<file path="src/rtl/ds1x4_mux_pkg.sv">
package ds1x4_mux_pkg;

    typedef enum logic [1:0] {
        SLOT_FILL = 2'd0,
        SLOT_FBIT = 2'd1,
        SLOT_PAY  = 2'd2
    } slot_kind_e;

endpackage

</file>
<file path="src/rtl/ds1x4_frame_counter.sv">
module ds1x4_frame_counter #(
    parameter int FRAME_BITS = 2048,
    parameter int POS_W      = 11
) (
    input  logic             clk,
    input  logic             rst_n,
    input  logic             sync_i,
    output logic [POS_W-1:0] pos_o,
    output logic             live_o
);

    localparam logic [POS_W-1:0] LAST_POS = POS_W'(FRAME_BITS - 1);

    typedef struct packed {
        logic [POS_W-1:0] pos;
        logic             live;
    } cnt_state_t;

    cnt_state_t st_d, st_q;

    always_comb begin
        st_d = st_q;
        if (sync_i) begin
            st_d.pos  = '0;
            st_d.live = 1'b1;
        end else if (st_q.pos == LAST_POS) begin
            st_d.pos = '0;
        end else begin
            st_d.pos = st_q.pos + 1'b1;
        end
    end

    always_ff @(posedge clk or negedge rst_n) begin
        if (!rst_n) begin
            st_q <= '0;
        end else begin
            st_q <= st_d;
        end
    end

    assign pos_o  = st_q.pos;
    assign live_o = st_q.live;

endmodule

</file>
<file path="src/rtl/ds1x4_slot_mapper.sv">
module ds1x4_slot_mapper
    import ds1x4_mux_pkg::*;
#(
    parameter int NUM_CH     = 4,
    parameter int NUM_TS     = 24,
    parameter int REP        = 2,
    parameter int GAP_OCTETS = 7,
    parameter int POS_W      = 11,
    parameter int CH_W       = 2,
    parameter int TS_W       = 5
) (
    input  logic [POS_W-1:0] pos_i,
    output slot_kind_e       kind_o,
    output logic [CH_W-1:0]  ch_o,
    output logic [TS_W-1:0]  ts_o,
    output logic [2:0]       sbit_o
);

    localparam int FBIT_END   = NUM_CH * REP;
    localparam int PAY_START  = 8 * (1 + GAP_OCTETS);
    localparam int BITS_CH_TS = 8 * REP;
    localparam int BITS_TS    = BITS_CH_TS * NUM_CH;
    localparam int PAY_END    = PAY_START + NUM_TS * BITS_TS;

    always_comb begin
        int p;
        int q;
        int r;
        p      = int'(pos_i);
        q      = 0;
        r      = 0;
        kind_o = SLOT_FILL;
        ch_o   = '0;
        ts_o   = '0;
        sbit_o = '0;
        if (p < FBIT_END) begin
            kind_o = SLOT_FBIT;
            ch_o   = CH_W'(p / REP);
        end else if (p >= PAY_START && p < PAY_END) begin
            q      = p - PAY_START;
            r      = q % BITS_TS;
            kind_o = SLOT_PAY;
            ts_o   = TS_W'(q / BITS_TS);
            ch_o   = CH_W'(r / BITS_CH_TS);
            sbit_o = 3'((r % BITS_CH_TS) / REP);
        end
    end

endmodule

</file>
<file path="src/rtl/ds1x4_serial_stage.sv">
module ds1x4_serial_stage
    import ds1x4_mux_pkg::*;
(
    input  logic       clk,
    input  logic       rst_n,
    input  slot_kind_e kind_i,
    input  logic [2:0] sbit_i,
    input  logic       live_i,
    input  logic [7:0] rd_data_i,
    input  logic       rd_fbit_i,
    output logic       ser_o
);

    typedef struct packed {
        slot_kind_e kind1;
        logic [2:0] sbit1;
        logic       live1;
        logic       ser;
    } out_state_t;

    out_state_t st_d, st_q;

    always_comb begin
        st_d       = st_q;
        st_d.kind1 = kind_i;
        st_d.sbit1 = sbit_i;
        st_d.live1 = live_i;
        st_d.ser   = 1'b0;
        if (st_q.live1) begin
            unique case (st_q.kind1)
                SLOT_FBIT: st_d.ser = rd_fbit_i;
                SLOT_PAY:  st_d.ser = rd_data_i[3'd7 - st_q.sbit1];
                default:   st_d.ser = 1'b0;
            endcase
        end
    end

    always_ff @(posedge clk or negedge rst_n) begin
        if (!rst_n) begin
            st_q <= '{kind1: SLOT_FILL, sbit1: 3'd0, live1: 1'b0, ser: 1'b0};
        end else begin
            st_q <= st_d;
        end
    end

    assign ser_o = st_q.ser;

endmodule

</file>
<file path="src/rtl/ds1x4_byte_mux.sv">
module ds1x4_byte_mux
    import ds1x4_mux_pkg::*;
#(
    parameter int NUM_CH     = 4,
    parameter int NUM_TS     = 24,
    parameter int REP        = 2,
    parameter int GAP_OCTETS = 7,
    parameter int FRAME_BITS = 2048,
    parameter int CH_W       = $clog2(NUM_CH),
    parameter int TS_W       = $clog2(NUM_TS)
) (
    input  logic            clk,
    input  logic            rst_n,
    input  logic            sync_i,
    output logic [CH_W-1:0] rd_ch_o,
    output logic [TS_W-1:0] rd_ts_o,
    input  logic [7:0]      rd_data_i,
    input  logic            rd_fbit_i,
    output logic            ser_o
);

    localparam int POS_W = $clog2(FRAME_BITS);

    logic [POS_W-1:0] frame_pos;
    logic             frame_live;
    slot_kind_e       slot_kind;
    logic [2:0]       slot_sbit;

    ds1x4_frame_counter #(
        .FRAME_BITS (FRAME_BITS),
        .POS_W      (POS_W)
    ) u_cnt (
        .clk    (clk),
        .rst_n  (rst_n),
        .sync_i (sync_i),
        .pos_o  (frame_pos),
        .live_o (frame_live)
    );

    ds1x4_slot_mapper #(
        .NUM_CH     (NUM_CH),
        .NUM_TS     (NUM_TS),
        .REP        (REP),
        .GAP_OCTETS (GAP_OCTETS),
        .POS_W      (POS_W),
        .CH_W       (CH_W),
        .TS_W       (TS_W)
    ) u_map (
        .pos_i  (frame_pos),
        .kind_o (slot_kind),
        .ch_o   (rd_ch_o),
        .ts_o   (rd_ts_o),
        .sbit_o (slot_sbit)
    );

    ds1x4_serial_stage u_out (
        .clk       (clk),
        .rst_n     (rst_n),
        .kind_i    (slot_kind),
        .sbit_i    (slot_sbit),
        .live_i    (frame_live),
        .rd_data_i (rd_data_i),
        .rd_fbit_i (rd_fbit_i),
        .ser_o     (ser_o)
    );

endmodule

</file>
<file path="config.mk">
export PLATFORM = sky130hd
export DESIGN_NAME = ds1x4_byte_mux
export DESIGN_NICKNAME = d
export VERILOG_FILES = /design/src/rtl/ds1x4_mux_pkg.sv /design/src/rtl/ds1x4_frame_counter.sv /design/src/rtl/ds1x4_slot_mapper.sv /design/src/rtl/ds1x4_serial_stage.sv /design/src/rtl/ds1x4_byte_mux.sv
export SDC_FILE = /design/constraint.sdc
export NUM_CORES = 1
export LEC_CHECK = 0
export BUFFER_PORTS_ARGS = -buffer_cell sky130_fd_sc_hd__buf_4
export CORE_ASPECT_RATIO = 1.4
export CORE_MARGIN = 4
export CORE_UTILIZATION = 42
export DETAILED_ROUTE_END_ITERATION = 6
export PLACE_DENSITY = 0.74
export SYNTH_ARGS = -nofsm -noshare
export SYNTH_HDL_FRONTEND = slang
export SYNTH_SLANG_ARGS = --single-unit
</file>
<file path="constraint.sdc">
create_clock -name clk -period 5.4 [get_ports clk]
set_input_delay 0.27 -clock clk [delete_from_list [all_inputs] [get_ports clk]]
set_output_delay 0.27 -clock clk [all_outputs]
set_load 0.005 [all_outputs]
</file>
==> impl_metrics.csv, run 1 <==
group,metric,value,unit
outcome,status,"finished clean",
grt,use_met2,26.3,%
floorplan,die_area,4040,sq um
sta,fin_crit_sh,52.1,%
worst_setup_path,r2r-start,"u_cnt.pos_o[9]",
detailed_routing,drc,0,
grt,grt_overflow,0,
layout,nNetsFinal,177,
clock_tree,clock_sinks,19,
detailed_routing,vias,1026,
layout,synthToLayoutAreaGrowth,15.3,%
layout,fin_area,1490,sq um
min_path,hold_class,"input port to register",
grt,grt_pass1_wl,4490,um
sta,slew_headroom,66.5,%
clock_tree,cts_setup_buffers,0,
worst_setup_path,r2r-end,"u_out.st_q[3]",
synthesis,yosys.area_share.simple,22.5,%
synthesis,postSynthAreaPerCell,9.49,sq um
floorplan,start_util,44.4,%
clock_tree,clock_path_buffers,2,
worst_setup_path,startpoint_type,"register",
clock_tree,htreeDepth,1,
sta,rsz0062_at_grt,"no",
power_and_ir_drop,p_per_area,192,nW/um^2
place,finalWeightedCongestion,0.900,
min_path,min_to,"u_cnt.pos_o[10]",
sta,whs,0.201,ns
sta,timing.fmax,356,MHz
place,postPlaceCellArea,1430,sq um
sta,tightest_slew,0.498,ns
clock_tree,cts-root-buf,"clkbuf_8",
detailed_routing,routed_via_density,5.43,
grt,grt_busiest_layer,"met2",
min_path,whs_path_depth,2,
grt,antenna_found_initial,0,
clock_tree,holdBufCountCts,1,
synthesis,muxShareOfSynthArea,3.29,%
worst_setup_path,reg2reg_slack,3.42,ns
grt,grt_max_degree,20,
clock_tree,cts_tree,"done",
grt,grt_usage,15.3,%
floorplan,die_x,54.9,um
synthesis,synth_xor_area_share,8.82,%
clock_tree,cts_resized,0,
worst_setup_path,arrival,2.54,ns
synthesis,synth_compound_area_share,10.5,%
clock_tree,clkTransAtPathRegs,0.07,ns
place,port_buffers,19,
synthesis,yosysTopAreaCell,"dfrtp_1",
floorplan,num_io_pins,20,
clock_tree,clock_latency,0.25,ns
worst_setup_path,r2r_cells,7,
power_and_ir_drop,ir_worst_vdd,0.000137,V
grt,grt_use_met1,17.4,%
job,maxCapViolCount,0,
synthesis,syn_nets,160,
synthesis,synth_area_leaders,"dfrtp_1 37%, ha_1 12%, xnor2_1 6.1%",
floorplan,dieHeight,73.6,um
clock_tree,numCtsBuffers,3,
detailed_routing,drtAntennaViolNets,0,
sta,fin_setup_tns,0,ns
sta,period_needed,2.81,ns
synthesis,synth_top_area_share,36.8,%
detailed_routing,wl,2700,um
detailed_routing,first_pass_iters,4,
layout,fillers,262,
grt,use_met3,2.64,%
sta,maxSlewViolCount,0,
grt,grt_pass1_vias,1037,
worst_setup_path,critPathCaptureType,"output port",
detailed_routing,post_drt_wl_per_cell,14.3,um
synthesis,synth-warning-count,0,
floorplan,core,2910,sq um
worst_setup_path,crit_required,5.13,ns
layout,final_layout_size_suffix_gt1_share,20.4,%
min_path,min_from,"sync_i",
synthesis,ys_ff_latch,19,
sta,setup_viol,0,
place,post-dp-hpwl,2070,um
synthesis,synth_fa_ha_area_share,11.6,%
layout,diodes,0,
power_and_ir_drop,cellLeakagePower,0.682,nW
worst_setup_path,path_class,"register to output port",
detailed_routing,drtIter0Drc,26,
synthesis,synth.distinct_cells,42,
sta,hold_viol_final,0,
synthesis,syn_inst,136,
sta,fin_skew,0.00441,ns
synthesis,synth_top_family_by_area,"simple AND/OR/NAND/NOR gates",
synthesis,yosysSeqAreaShare,36.8,%
synthesis,synth_area,1290,sq um
floorplan,rows,23,
worst_setup_path,crit_fanout,11,
-- layout by cell type (no fill, tap or decap), types with 4 or more instances in the layout --
| master | count |
|---|---|
| xor2_1 | 4 |
| dfrtp_1 | 19 |
| inv_1 | 9 |
| xnor2_1 | 9 |
| nand3_1 | 6 |
| and2_1 | 7 |
| ha_1 | 12 |
| nor2_1 | 17 |
| buf_4 | 19 |
| nand2_1 | 5 |
-- layer usage --
metal  share of wire, %  routed length (um)  vias to the layer above
li1                   -                   -                      501
met1                 42                1140                      488
met2                 51                1390                       33
met3                4.8                 129                        4
met4                1.6                  42                        0
met5                  0                   0                        -
-- synthesized netlist by cell type --
master	count
nor2_1	17
buf_2	1
a31oi_1	2
buf_6	2
mux4_2	1
ha_1	12
nor2b_1	3
inv_2	1
o311ai_2	1
or2_2	1
xnor2_1	9
nor3_1	3
nor3b_1	1
a311oi_1	1
and4_2	1
a211o_1	1
or3_1	1
nand3_1	6
o22ai_1	1
o311ai_0	1
a21o_1	1
and2_1	7
nor4_1	1
nand3_2	1
xor2_1	4
dfrtp_1	19
mux2i_1	2
nand4_1	2
inv_1	9
and3_2	1
a2111oi_2	1
nand2b_1	1
a22o_1	1
o21ai_0	2
nand3b_1	1
a32oi_1	1
and4_1	1
a2bb2oi_1	1
clkbuf_1	5
nand2_1	5
a21oi_1	3
or4_4	1
-- through the flow --
stage / setup slack [ns] / std cells / power (mW) / utilization [%]
final: 2.59 / 189 / 0.286 / 51.2
after global placement: 2.98 / 184 / 0.189 / 49.3
after floorplan: 3.16 / 136 / 0.174 / -
after CTS: 2.62 / 189 / 0.290 / 51.2
after detailed placement: 2.90 / 184 / 0.190 / 49.3
after global routing: 2.42 / 189 / 0.301 / 51.2
-- sequential cells by signal, indices dropped and copies added (netlist names) --
register	count
u_out.ser_o	1
u_out.st_q	6
u_cnt.live_o	1
u_cnt.pos_o	11
-- worst max-delay path by stage --
stage	start	to	slack, ns	cells past startpoint
final	u_cnt.pos_o[9]	rd_ts_o[3]	2.59	9
after global routing	u_cnt.pos_o[9]	rd_ts_o[3]	2.42	9
after CTS	u_cnt.pos_o[9]	rd_ts_o[3]	2.62	9
after detailed placement	u_cnt.pos_o[9]	rd_ts_o[3]	2.90	9
after global placement	u_cnt.pos_o[9]	rd_ts_o[3]	2.98	8
after floorplan	u_cnt.pos_o[9]	rd_ts_o[3]	3.16	9
-- worst max-delay path, stage by stage, from the launching register on --
cell and delay (ns):
dfrtp_1 0.50, nor3_1 0.40, nand2_1 0.13, a31oi_1 0.16, ha_1 0.18, nor2b_1 0.20, nor4_1 0.11, a311oi_1 0.35
a2111oi_2 0.09, buf_4 0.16
-- final cells by class --
type                            count  area [sq um]  area share [%]
Timing Repair Buffer               20           153            10.3
Multi-Input combinational cell     99           732            49.2
Sequential cell                    19           475            31.9
Inverter                           10          37.5            2.52
Clock buffer                        4          45.0            3.03
Tap cell                           37          46.3            3.11
-- power by group --
part	switching, mW	internal [mW]	total (mW)
Sequential	0.00420	0.145	0.149
Combinational	0.0184	0.0204	0.0387
Clock	0.0463	0.0524	0.0987
Total	0.0689	0.217	0.286
-- cells by family after synthesis --
logic type	Yosys count
mux	3
compound gates	17
fa+ha+maj	12
buf+inv	18
xor+xnor	13
simple gates	54
flops	19
Note: power is estimated with default switching activity, not from simulation.
==> run 2, diff against run 1 <==
--- a/config.mk
+++ b/config.mk
@@ -5,6 +5,7 @@
 export SDC_FILE = /design/constraint.sdc
 export NUM_CORES = 1
 export LEC_CHECK = 0
+export ABC_AREA = 1
 export BUFFER_PORTS_ARGS = -buffer_cell sky130_fd_sc_hd__buf_4
 export CORE_ASPECT_RATIO = 1.4
 export CORE_MARGIN = 4
==> constraint.sdc (replaced) <==
create_clock -name clk -period 2.7 [get_ports clk]
set_input_delay 0.135 -clock clk [delete_from_list [all_inputs] [get_ports clk]]
set_output_delay 0.135 -clock clk [all_outputs]
set_load 0.005 [all_outputs]
==> run 2 against run 1 <==
  * Combinational power grew 100%
  * Sequential share of layout area shrank 1.6 points
  * Clock-buffer cell count is the same
==> impl_metrics.csv, run 2 <==
group,metric,value,unit
worst_setup_path,path_class,"register to output port",
worst_setup_path,max_stage_delay,0.39,ns
detailed_routing,post_drt_wl_per_cell,11.1,um
synthesis,ys_ff_latch,19,
worst_setup_path,critical-path-slowest-cell,"dfrtp_1",
clock_tree,cts-root-buf,"clkbuf_8",
worst_setup_path,r2r-start,"u_cnt.pos_o[0]",
floorplan,dieHeight,74.5,um
synthesis,yosysSeqAreaShare,35.9,%
place,dpl.cell_count,227,
sta,timing.fmax,452,MHz
clock_tree,numCtsBuffers,3,
power_and_ir_drop,cellLeakagePower,0.812,nW
sta,maxSlewViolCount,0,
synthesis,syn_nets,195,
floorplan,num_io_pins,20,
power_and_ir_drop,internal_power,0.430,mW
detailed_routing,drtAntennaViolNets,0,
detailed_routing,first_pass_iters,4,
grt,grt_pass1_wl,4900,um
clock_tree,clock_latency,0.25,ns
power_and_ir_drop,p_per_area,363,nW/um^2
job,maxCapViolCount,0,
sta,hold_viol_final,0,
layout,stdcell_count,232,
min_path,hold_class,"input port to register",
floorplan,die_x,55.5,um
synthesis,synth_area_leaders,"dfrtp_1 36%, ha_1 11%, inv_1 10%",
worst_setup_path,startpoint_type,"register",
grt,antenna_found_initial,0,
power_and_ir_drop,clkPwrFrac,34.7,%
layout,diodes,0,
synthesis,synth_top_area_share,35.9,%
synthesis,postSynth.asyncResetShare,100,%
layout,nNetsFinal,220,
place,dp_slack,0.758,ns
outcome,status,"finished clean",
power_and_ir_drop,seq_power_share,51.6,%
worst_setup_path,critPathCaptureType,"output port",
layout,final_layout_size_suffix_gt1_share,20.0,%
floorplan,die_area,4130,sq um
sta,whs,0.0636,ns
grt,grt_usage,14.9,%
clock_tree,clkTransAtPathRegs,0.07,ns
power_and_ir_drop,p_sw,0.140,mW
worst_setup_path,startpoint,"u_cnt.pos_o[0]",
floorplan,rows,23,
detailed_routing,routed_via_density,4.61,
sta,period_needed,2.21,ns
worst_setup_path,crit_fanout,4,
layout,largest_register_ffs,11,
clock_tree,htreeDepth,1,
worst_setup_path,crit_chain,"inv_1 -> ha_1 -> nand3_1 -> inv_1 -> a21oi_1 -> ha_1 -> ha_1 -> inv_1 -> nor2_1 -> a21oi_1 -> nor2_1 -> buf_4",
power_and_ir_drop,ir_worst_vdd,0.000369,V
place,port_buffers,19,
detailed_routing,drtIter0Drc,30,
power_and_ir_drop,pwr-share-comb,13.6,%
synthesis,ys.flop_type,"dfrtp_1",
grt,grt_pass1_vias,1141,
sta,fin_skew,0.00401,ns
synthesis,synth-warning-count,0,
synthesis,synth_area,1330,sq um
sta,tightest_slew,0.256,ns
worst_setup_path,arrival,2.08,ns
grt,grt_overflow,0,
place,finalWeightedCongestion,0.847,
layout,synthToLayoutAreaGrowth,18.4,%
synthesis,postSynthAreaPerCell,7.75,sq um
sta,fin_setup_tns,0,ns
sta,fin_crit_sh,81.9,%
min_path,min_from,"sync_i",
worst_setup_path,crit_required,2.57,ns
clock_tree,clock_path_buffers,2,
place,post-dp-hpwl,2010,um
detailed_routing,drc,0,
synthesis,synth.distinct_cells,25,
floorplan,core,2940,sq um
synthesis,yosysMostFrequentCell,"inv_1",
layout,final_common_cell,"inv_1",
sta,rsz0062_at_grt,"no",
layout,final_util,53.5,%
sta,slew_headroom,82.8,%
clock_tree,cts_setup_buffers,0,
layout,final_cell_mix,"36 x inv_1, 26 x nor2_1, 25 x nand2_1",
clock_tree,cts_tree,"done",
sta,setup_viol,0,
synthesis,yosysTopAreaCell,"dfrtp_1",
synthesis,synth_edf_count,0,
synthesis,syn_inst,171,
grt,grt_max_degree,20,
detailed_routing,vias,1069,
floorplan,start_util,45.1,%
power_and_ir_drop,p_sw_share,24.6,%
clock_tree,clock_sinks,19,
synthesis,yosys-top-cells-count,"36 x inv_1, 26 x nor2_1, 25 x nand2_1",
sta,timing.final.ws_setup,0.487,ns
detailed_routing,wl,2570,um
-- run 2: what timing repair did --
item | 4_1_cts | 5_1_grt
hold buffers | 1 | 0
gates resized for setup | 0 | 0
endpoints found under the hold margin | 19 | 0
-- run 2: cells by family after synthesis --
kind of cell | Yosys count | synth area share, %
and+or+nand+nor | 84 | 32.7
buffers and inverters | 38 | 10.8
DFF | 19 | 35.9
adders and majority gates | 12 | 11.3
AOI/OAI and AO/OA | 9 | 3.40
xor gates and xnor gates | 9 | 5.95
-- run 2: stage by stage --
step / power, mW / area [sq um]
floorplan: 0.344 / 1330
global placement: 0.377 / 1510
detailed placement: 0.378 / 1510
CTS: 0.578 / 1570
global route: 0.605 / 1570
finish: 0.570 / 1570
-- run 2: path summary, 6_finish.rpt --
check / to / slack (ns) / cells after the start
max: rd_ts_o[4] / 0.49 / 12
min: u_cnt.pos_o[2] / 0.06 / 2
max reg2reg: u_out.st_q[4] / 1.06 / 9
min reg2reg: u_out.st_q[1] / 0.38 / 0
max in group asynchronous: u_cnt.pos_o[2] / 2.22 / 2
min in group asynchronous: u_cnt.pos_o[9] / 0.27 / 2
-- run 2: per-layer routing --
layer / up-vias / GRT usage, % / share of wire (%)
met3: 4 / 2.43 / 3.5
met1: 476 / 17.0 / 42
met5: - / 0 / 0
met4: 0 / 6.49 / 1.7
li1: 572 / - / -
met2: 17 / 27.5 / 53
-- run 2: area by class of cell --
| cell class | count | area [sq um] |
|---|---|---|
| tap | 37 | 46.3 |
| sequential | 19 | 475 |
| timing repair buffer | 20 | 153 |
| inverter | 38 | 143 |
| multi-input combinational | 114 | 707 |
| clock buffer | 4 | 45.0 |
| fill | 298 | 1370 |
-- run 2: power by group through the flow --
stage | combinational, mW | sequential [mW] | clock [mW]
3_5_place_dp | 0.0781 | 0.300 | 0
4_1_cts | 0.0796 | 0.294 | 0.204
2_1_floorplan | 0.0455 | 0.299 | 0
3_3_place_gp | 0.0778 | 0.299 | 0
6_report | 0.0777 | 0.294 | 0.198
5_1_grt | 0.0927 | 0.295 | 0.217
-- run 2: worst max-delay path, delay by kind of cell (launching register included) --
family | cells | cell delay [ns]
flip-flops | 1 | 0.39
AND/OR/NAND/NOR | 3 | 0.31
buffers and inverters | 4 | 0.32
AO/OA/AOI/OAI | 2 | 0.23
adder cells (fa/ha/maj) | 3 | 0.56
